<file path="config.mk">
export PLATFORM = sky130hd
export DESIGN_NAME = txErrAbort
export DESIGN_NICKNAME = d
export VERILOG_FILES = /design/src/rtl/txaPkg.sv /design/src/rtl/txaDatapath.sv /design/src/rtl/txaControl.sv /design/src/rtl/txErrAbort.sv
export SDC_FILE = /design/constraint.sdc
export NUM_CORES = 1
export LEC_CHECK = 0
export BUFFER_PORTS_ARGS = -buffer_cell sky130_fd_sc_hd__buf_2
export CAP_MARGIN = 20
export CORE_MARGIN = 4
export CORE_UTILIZATION = 61
export CTS_BUF_LIST = sky130_fd_sc_hd__clkbuf_4 sky130_fd_sc_hd__clkbuf_8
export DETAILED_ROUTE_END_ITERATION = 12
export HOLD_SLACK_MARGIN = 0.03
export MAX_ROUTING_LAYER = met4
export PLACE_DENSITY = 0.83
export SLEW_MARGIN = 10
export SYNTH_ARGS = -nofsm -noshare
export SYNTH_HDL_FRONTEND = slang
export SYNTH_SLANG_ARGS = --single-unit
</file>
<file path="constraint.sdc">
create_clock -name clk -period 2.4 [get_ports clk]
set_input_delay 0.48 -clock clk [delete_from_list [all_inputs] [get_ports clk]]
set_output_delay 0.48 -clock clk [all_outputs]
set_load 0.05 [all_outputs]
</file>
<file path="src/rtl/txaPkg.sv">
package txaPkg;

  typedef enum logic [1:0] {
    ST_IDLE,
    ST_DATA,
    ST_FCS,
    ST_WAIT
  } txaState_e;

  // strobes from the control to the datapath, one per cycle
  typedef struct packed {
    logic frameInit;
    logic sendData;
    logic sendFcs;
    logic invertFcs;
    logic incLoss;
    logic incLate;
    logic incUnder;
  } txaStrobe_t;

  localparam logic [31:0] CRC_POLY = 32'hEDB88320;

  // one byte of a reflected CRC-32, bit 0 of the byte first
  function automatic logic [31:0] crcByte(input logic [31:0] crcIn, input logic [7:0] dIn);
    logic [31:0] r;
    r = crcIn;
    for (int i = 0; i < 8; i++) begin
      r = (r >> 1) ^ (CRC_POLY & {32{r[0] ^ dIn[i]}});
    end
    return r;
  endfunction

endpackage

</file>
<file path="src/rtl/txaDatapath.sv">
module txaDatapath
  import txaPkg::*;
#(
  parameter int CNT_W      = 16,
  parameter int PRE_BYTES  = 8,
  parameter int SLOT_BYTES = 64
) (
  input  logic             clk,
  input  logic             rstN,
  input  logic             cntClr,
  input  txaStrobe_t       strobe,
  input  logic [7:0]       fifoData,
  output logic             slotLate,
  output logic             fcsLast,
  output logic [7:0]       txData,
  output logic             txValid,
  output logic [CNT_W-1:0] cntLoss,
  output logic [CNT_W-1:0] cntLate,
  output logic [CNT_W-1:0] cntUnder
);

  localparam int TIME_W = $clog2(SLOT_BYTES + 1);
  localparam logic [TIME_W-1:0] TIME_START = TIME_W'(PRE_BYTES);
  localparam logic [TIME_W-1:0] TIME_SLOT  = TIME_W'(SLOT_BYTES);
  localparam int NUM_CNT = 3;

  logic [TIME_W-1:0] timeCnt;
  logic [31:0]       crcReg;
  logic [1:0]        fcsIdx;
  logic [7:0]        fcsByte;

  // byte-time counter from the first preamble byte, held once past the slot
  always_ff @(posedge clk or negedge rstN) begin
    if (!rstN) begin
      timeCnt <= '0;
    end else if (strobe.frameInit) begin
      timeCnt <= TIME_START;
    end else if ((strobe.sendData || strobe.sendFcs) && (timeCnt < TIME_SLOT)) begin
      timeCnt <= timeCnt + 1'b1;
    end
  end

  assign slotLate = (timeCnt >= TIME_SLOT);

  always_ff @(posedge clk or negedge rstN) begin
    if (!rstN) begin
      crcReg <= '1;
    end else if (strobe.frameInit) begin
      crcReg <= '1;
    end else if (strobe.sendData) begin
      crcReg <= crcByte(crcReg, fifoData);
    end
  end

  always_ff @(posedge clk or negedge rstN) begin
    if (!rstN) begin
      fcsIdx <= '0;
    end else if (strobe.frameInit) begin
      fcsIdx <= '0;
    end else if (strobe.sendFcs) begin
      fcsIdx <= fcsIdx + 1'b1;
    end
  end

  assign fcsLast = (fcsIdx == 2'd3);
  // the correct FCS is the complement of the register; poisoning flips it back
  assign fcsByte = ~crcReg[{fcsIdx, 3'b000} +: 8] ^ {8{strobe.invertFcs}};

  always_ff @(posedge clk or negedge rstN) begin
    if (!rstN) begin
      txValid <= 1'b0;
      txData  <= '0;
    end else begin
      txValid <= strobe.sendData || strobe.sendFcs;
      if (strobe.sendData) begin
        txData <= fifoData;
      end else if (strobe.sendFcs) begin
        txData <= fcsByte;
      end
    end
  end

  logic [NUM_CNT-1:0] incVec;
  logic [CNT_W-1:0]   cntArr [NUM_CNT];

  assign incVec = {strobe.incUnder, strobe.incLate, strobe.incLoss};

  for (genvar g = 0; g < NUM_CNT; g++) begin : g_cnt
    always_ff @(posedge clk or negedge rstN) begin
      if (!rstN) begin
        cntArr[g] <= '0;
      end else if (cntClr) begin
        cntArr[g] <= '0;
      end else if (incVec[g] && (cntArr[g] != {CNT_W{1'b1}})) begin
        cntArr[g] <= cntArr[g] + 1'b1;
      end
    end
  end

  assign cntLoss  = cntArr[0];
  assign cntLate  = cntArr[1];
  assign cntUnder = cntArr[2];

endmodule

</file>
<file path="src/rtl/txaControl.sv">
module txaControl
  import txaPkg::*;
(
  input  logic       clk,
  input  logic       rstN,
  input  logic       txStart,
  input  logic       fullDuplex,
  input  logic       linkUp,
  input  logic       forceLink,
  input  logic       retryOnUnderrun,
  input  logic       collision,
  input  logic       fifoEmpty,
  input  logic       fifoLast,
  input  logic       frameLoaded,
  input  logic       slotLate,
  input  logic       fcsLast,
  output txaStrobe_t strobe,
  output logic       fifoRd,
  output logic       fifoRewind,
  output logic       fifoFlush,
  output logic       frameDone,
  output logic       frameAbandon
);

  txaState_e state, nState;
  logic aborting, nAbort;
  logic whyUnder, nWhyUnder;
  logic retryHeld, nRetry;
  logic doneQ, doneNext;
  logic abandonQ, abandonNext;
  logic lateHit, linkOk;

  assign lateHit = collision && !fullDuplex && slotLate;
  assign linkOk  = linkUp || forceLink;

  always_comb begin
    nState      = state;
    nAbort      = aborting;
    nWhyUnder   = whyUnder;
    nRetry      = retryHeld;
    strobe      = '0;
    fifoRd      = 1'b0;
    fifoRewind  = 1'b0;
    doneNext    = 1'b0;
    abandonNext = 1'b0;
    case (state)
      ST_IDLE: begin
        if (txStart) begin
          if (linkOk) begin
            strobe.frameInit = 1'b1;
            nAbort           = 1'b0;
            nState           = ST_DATA;
          end else begin
            strobe.incLoss = 1'b1;
            abandonNext    = 1'b1;
          end
        end
      end
      ST_DATA: begin
        if (lateHit) begin
          strobe.incLate = 1'b1;
          nAbort         = 1'b1;
          nWhyUnder      = 1'b0;
          nState         = ST_FCS;
        end else if (fifoEmpty) begin
          strobe.incUnder = 1'b1;
          nAbort          = 1'b1;
          nWhyUnder       = 1'b1;
          nRetry          = retryOnUnderrun;
          nState          = ST_FCS;
        end else begin
          strobe.sendData = 1'b1;
          fifoRd          = 1'b1;
          if (fifoLast) begin
            nState = ST_FCS;
          end
        end
      end
      ST_FCS: begin
        strobe.sendFcs = 1'b1;
        if (lateHit && !aborting) begin
          strobe.incLate = 1'b1;
          nAbort         = 1'b1;
          nWhyUnder      = 1'b0;
        end
        strobe.invertFcs = nAbort;
        if (fcsLast) begin
          if (!nAbort) begin
            doneNext = 1'b1;
            nState   = ST_IDLE;
          end else if (nWhyUnder && nRetry) begin
            nState = ST_WAIT;
          end else begin
            abandonNext = 1'b1;
            nState      = ST_IDLE;
          end
        end
      end
      ST_WAIT: begin
        if (frameLoaded) begin
          fifoRewind       = 1'b1;
          strobe.frameInit = 1'b1;
          nAbort           = 1'b0;
          nState           = ST_DATA;
        end
      end
      default: nState = ST_IDLE;
    endcase
  end

  always_ff @(posedge clk or negedge rstN) begin
    if (!rstN) begin
      state     <= ST_IDLE;
      aborting  <= 1'b0;
      whyUnder  <= 1'b0;
      retryHeld <= 1'b0;
      doneQ     <= 1'b0;
      abandonQ  <= 1'b0;
    end else begin
      state     <= nState;
      aborting  <= nAbort;
      whyUnder  <= nWhyUnder;
      retryHeld <= nRetry;
      doneQ     <= doneNext;
      abandonQ  <= abandonNext;
    end
  end

  assign frameDone    = doneQ;
  assign frameAbandon = abandonQ;
  assign fifoFlush    = abandonQ;

endmodule

</file>
<file path="src/rtl/txErrAbort.sv">
module txErrAbort
  import txaPkg::*;
#(
  parameter int CNT_W      = 16,
  parameter int PRE_BYTES  = 8,
  parameter int SLOT_BYTES = 64
) (
  input  logic             clk,
  input  logic             rstN,
  input  logic             cntClr,
  input  logic             txStart,
  input  logic             fullDuplex,
  input  logic             linkUp,
  input  logic             forceLink,
  input  logic             retryOnUnderrun,
  input  logic             collision,
  input  logic [7:0]       fifoData,
  input  logic             fifoEmpty,
  input  logic             fifoLast,
  input  logic             frameLoaded,
  output logic             fifoRd,
  output logic             fifoRewind,
  output logic             fifoFlush,
  output logic [7:0]       txData,
  output logic             txValid,
  output logic             frameDone,
  output logic             frameAbandon,
  output logic [CNT_W-1:0] cntLoss,
  output logic [CNT_W-1:0] cntLate,
  output logic [CNT_W-1:0] cntUnder
);

  txaStrobe_t strobe;
  logic       slotLate;
  logic       fcsLast;

  txaControl u_ctl (
    .clk            (clk),
    .rstN           (rstN),
    .txStart        (txStart),
    .fullDuplex     (fullDuplex),
    .linkUp         (linkUp),
    .forceLink      (forceLink),
    .retryOnUnderrun(retryOnUnderrun),
    .collision      (collision),
    .fifoEmpty      (fifoEmpty),
    .fifoLast       (fifoLast),
    .frameLoaded    (frameLoaded),
    .slotLate       (slotLate),
    .fcsLast        (fcsLast),
    .strobe         (strobe),
    .fifoRd         (fifoRd),
    .fifoRewind     (fifoRewind),
    .fifoFlush      (fifoFlush),
    .frameDone      (frameDone),
    .frameAbandon   (frameAbandon)
  );

  txaDatapath #(
    .CNT_W     (CNT_W),
    .PRE_BYTES (PRE_BYTES),
    .SLOT_BYTES(SLOT_BYTES)
  ) u_dp (
    .clk     (clk),
    .rstN    (rstN),
    .cntClr  (cntClr),
    .strobe  (strobe),
    .fifoData(fifoData),
    .slotLate(slotLate),
    .fcsLast (fcsLast),
    .txData  (txData),
    .txValid (txValid),
    .cntLoss (cntLoss),
    .cntLate (cntLate),
    .cntUnder(cntUnder)
  );

endmodule

</file>
== Word level (Yosys, flattened, before mapping) ==
Cells that the tools add are included.
Word-level totals
  bits in registers: 105
  bits in latches: 0
  RAM bits: 0
  memory bits (read-only): 0
  bits of input ports: 20
  output and inout bits: 62
  memories kept: 0
Cells by class
  add/sub/neg operators: 5
  multipliers: 0
  divide/modulo/power cells: 0
  magnitude comparators: 2
  equal/unequal tests: 13
  shift operators: 1
  mux-type cells: 61
  bitwise operators: 19
  reductions and logical operators: 25
Operators with widths (number)
  $xor A31 B32 Y32: 8
  $mux W16: 6
  $mux W32: 2
  $add A16 B1 Y16 const B: 3
  $ne A16 B16 Y1 const B: 3
  $shiftx A32 B6 Y8: 1
  $mux W1: 31
  $mux W2: 12
  $mux W8: 2
  $reduce_bool A2 Y1: 8
  $mux W7: 2
  $logic_and A1 B1 Y1: 8
  $not A8 Y8: 1
  $pmux W1 S2: 4
  $pmux W2 S4: 1
  $xor A1 B1 Y1: 8
  $xor A8 B8 Y8: 1
  $add A7 B1 Y7 const B: 1
  $ge A7 B7 Y1 const B: 1
  $lt A7 B7 Y1 const B: 1
  $eq A2 B2 Y1 const B: 3
  $ne A2 B2 Y1 const B: 3
  $reduce_and A5 Y1: 1
  $ne A4 B3 Y1 const B: 1
  other kinds (12): 14

== Depth between registers and ports, before layout ==
  depth after elaboration: 18
  mapped depth: 9
  depth with buffers taken out: 7

== Hierarchy ==
From an unflattened synthesis, not the netlist that was laid out.
Unflattened totals
  cells, all modules: 622
  area total of the unflattened synthesis: 6581.3 µm²
Modules (own cells, without submodules)
  txaDatapath: instances 1, cells an instance 563, area each 6069.6 µm²
  txaControl: instances 1, cells an instance 59, area each 511.7 µm²

== Least setup slack after synthesis ==
No wires, ideal clock.
  path type: register to register
  start: reg u_dp.cntArr, in the netlist u_dp.cntUnder[0]
  end: reg u_dp.cntArr, in the netlist u_dp.cntUnder[9]
  arrival: 2.257 ns
  data required time: 2.275 ns
  path slack: 0.018 ns
  stages on the path, launching flop included: 9
  path buffers: 3
  cell sequence: dfrtp_1 -> ha_1 -> clkbuf_1 -> and2_1 -> and4_1 -> clkbuf_1 -> buf_2 -> nor4_1 -> mux2_2
On the way
  word-level cells in the longest chain between the ends: 3
RTL lines
  start: declaration: RTL line txaDatapath.sv:84  | logic [CNT_W-1:0] cntArr [NUM_CNT];
  start signal: indexed assignment: RTL line txaDatapath.sv:95  | cntArr[g] <= cntArr[g] + 1'b1;
  $add A16 B1 Y16 or $ne A16 B16 Y1 (tied branches): RTL line txaDatapath.sv:95, txaDatapath.sv:94
  $mux W16 or $logic_and A1 B1 Y1 (tied branches): RTL line txaDatapath.sv:94  | end else if (incVec[g] && (cntArr[g] != {CNT_W{1'b1}})) begin
  $mux W16 or $reduce_bool A2 Y1 (tied branches)
Parallel ways exist; a longest one is shown, timed or not. The select of a mux whose other input is x is not followed.
A chain may end at the register's enable or synchronous reset.

== Worst setup path after layout ==
  start: reg u_ctl.state[1]
  end: out fifoRd
On the way
  word-level cells in the longest chain between the ends: 2
RTL lines
  start: declaration: RTL line txaControl.sv:25  | txaState_e state, nState;
  start signal: assignment: RTL line txaControl.sv:120  | state <= nState;
  $eq A2 B1 Y1: RTL line txaControl.sv:46  | case (state)
  $mux W1: RTL line txaControl.sv:46
  end: declaration: RTL line txErrAbort.sv:21  | output logic fifoRd,
No other way between the ends.

==> metrics.yaml <==
finalSetupTns_ps: 0
clock_skew_ps: 4.96
hold_class: "in2async"
grt_max_degree: 53
fill_cells: 745
async_reset_ff_share_pct: 100
synth_edf_count: 0
coreArea_um2: 10500
vias_per_cell: 6.44
first_pass_iters: 5
cts_tree: "yes"
cp-start-kind: "flip-flop"
synth.cell_area_um2: 6640
ir_worst_vdd_uv: 1040
grt_pass1_vias: 5365
arrival_ps: 1810
max_clock_freq_ghz: 0.437
grt_overflow_total: 0
drt-total-wl_um: 16300
yosysUniqueCellTypes: 64
fin_area_um2: 7490
ioPinCount: 82
vias: 5608
place_ws_ps: 81.8
dr.first_iter.drc_count: 628
place_area_um2: 7260
die_width_um: 112
multi_input_area_um2: 3750
end_kind: "output pin"
hold_viol: 0
holdWs_ps: 118
port_buffers: 81
hpwl_um: 11500
power.density_nw_per_um2: 1310
routedWlPerCell_um: 18.7
crit_fanout: 6
synth_fp_nets: 681
ys.flop_type: "dfrtp_1"
antenna_left: 0
syn_to_final_growth_pct: 12.8
antenna_found_initial: 1
rows: 37
cts_buffers: 9
die_area_um2: 12600
syn_inst: 652
power_leakage_nw: 3.26
seq_area_frac_synth_pct: 40.2
worst_path_largest_cell_delay_ps: 420
finalWorstSetupSlack_ps: 111
crit_type: "reg2out"
htree_levels: 3
cp_num_buf_inv: 4
final_util_pct: 71.5
route.detailed.drc: 0
nNetsFinal: 758
seq_area_um2: 2670
clock_latency_ps: 380
yosysWarnings: 0
clockBufferDepth: 2
drive_above_1_share_pct: 28.1
grt_pass1_wl_um: 27100
start_util_pct: 63.5
crit_family: "buffers and inverters"
period_needed_ps: 2290
status: "finished, final reports clean"
drv_cap: 0
syn_area_per_cell_um2: 10.2
final_max_slew_viol_count: 0
maxSlewHeadroom_pct: 40.6
crit_required_ps: 1920
cts.sinks: 105
grtUsageTotal_pct: 27.2
slowest_stage: "dfrtp_1"
crit_chain: "inv_1 -> ha_2 -> buf_4 -> nor2b_4 -> nand2_4 -> clkinv_2 -> buf_6"
cts_root_buf: "clkbuf_8"
gp_congestion: 0.867
fp.dieH_um: 112
finalCritPeriodShare_pct: 95.4
clk_pin_slew_ps: 90
tightest_slew_ps: 886
setup_viol: 0
grt_setup_unrepaired: "no"
ys_ff_latch: 105
==> timing repair <==
item	CTS	global route
hold buffers	0	0
endpoints found under the setup margin	1	6
pin swaps	0	1
buffers inserted	0	2
resized for setup	5	4
==> synthesized netlist by cell type (14+ instances only) <==
cell type	number	area share (%)
nor2_1	29	1.6
o211ai_1	15	1.7
o21ai_0	36	2.7
dfrtp_1	73	28
xnor3_1	15	5.1
inv_1	16	0.90
nand3_1	23	1.7
nor2b_1	14	1.3
nand2_1	55	3.1
or4_1	28	3.2
or3_1	19	1.8
dfstp_2	32	13
o31ai_1	27	3.1
clkbuf_1	32	1.8
xnor2_1	27	3.6
a21oi_1	55	4.1
==> through the flow <==
stage | instances | total power [mW]
after global placement | 852 | 8.41
after global routing | 871 | 10.4
after floorplan | 652 | 7.42
after CTS | 868 | 9.82
final | 871 | 9.83
after detailed placement | 852 | 8.68
==> cells by family after synthesis <==
family                     count (synthesis)  share of synthesized area, %
buffers and inverters                     60                          3.71
DFF                                      105                          40.2
adders and majority gates                  9                          1.70
xor gates and xnor gates                  66                          15.0
muxes                                     25                          5.50
and+or+nand+nor                          227                          19.1
AOI/OAI and AO/OA                        160                          14.7
==> where the power goes <==
part | internal (mW) | leakage, nW | switching, mW
Clock | 0.465 | 0.0988 | 0.596
Combinational | 3.00 | 1.85 | 2.85
Sequential | 2.46 | 1.32 | 0.465
Total | 5.92 | 3.26 | 3.91
==> cell type report <==
class	instances	area share (%)
Sequential cell	105	35.6
Clock inverter	1	0.0669
Timing Repair Buffer	109	8.67
Tap cell	136	2.27
Multi-Input combinational cell	487	50.1
Clock buffer	15	2.34
Inverter	17	0.869
Antenna cell	1	0.0334
==> registers in the layout, summed over array words and instances (netlist names) <==
name and flops:
u_dp.crcReg 32, u_dp.timeCnt 7, u_ctl.state 2, u_dp.fcsIdx 2, u_ctl.fifoFlush 1, u_ctl.whyUnder 1, u_ctl.retryHeld 1, u_ctl.aborting 1
u_ctl.frameDone 1, u_dp.cntLoss 16, u_dp.cntUnder 16, u_dp.txValid 1, u_dp.cntLate 16, u_dp.txData 8
==> layout by cell type (no fill, tap or decap), types with 3 or more instances in the layout <==
cell	Yosys	routed
dfrtp_1	73	73
nand4_1	13	13
o31ai_1	27	27
buf_4	1	27
inv_1	16	16
nand3_1	23	23
nor3_1	10	10
xnor2_1	27	27
o211ai_1	15	15
or3_1	19	18
ha_1	9	8
xnor2_4	6	6
xnor2_2	3	3
o21ai_0	36	36
buf_2	7	79
a21oi_1	55	54
and4_1	6	6
nand2_1	55	54
dfstp_2	32	32
and3_1	6	6
clkbuf_4	0	5
xor3_1	3	3
mux2i_1	5	5
xnor3_1	15	15
or4_1	28	28
nor4_1	9	9
o21ai_1	4	4
a31o_2	7	7
nor2_1	29	29
a31oi_1	3	3
xor2_1	10	10
mux4_2	8	8
and2_1	3	3
nor2b_1	14	13
mux2_2	12	12
clkbuf_8	0	10
==> worst reg2reg max path, stage by stage (launching register included) <==
cell and delay (ps):
dfrtp_1 400, inv_1 90, ha_1 310, and4b_1 260
o211ai_1 370, or4_1 590, a21oi_1 150
==> final timing paths <==
path                       slack [ps]  cells past startpoint            start         endpoint
hold reg to reg                   510                      2  u_dp.crcReg[10]  u_dp.crcReg[10]
setup reg to reg                  160                      6   u_ctl.state[0]  u_dp.cntLate[8]
max in group asynchronous        1540                      2             rstN  u_dp.crcReg[18]
hold / removal                    120                      1             rstN  u_dp.cntLate[8]
setup / recovery                  110                      7   u_ctl.state[1]           fifoRd
min in group clk                  350                      2  retryOnUnderrun  u_ctl.retryHeld
==> metal layers <==
metal	global-route usage, %	share of wire [%]	vias up
met5	-	0	-
met4	9.21	2.2	0
met3	3.18	5.1	26
met2	45.0	51	218
met1	34.9	42	2794
li1	-	-	2570
(Power assumes the default switching activity.)
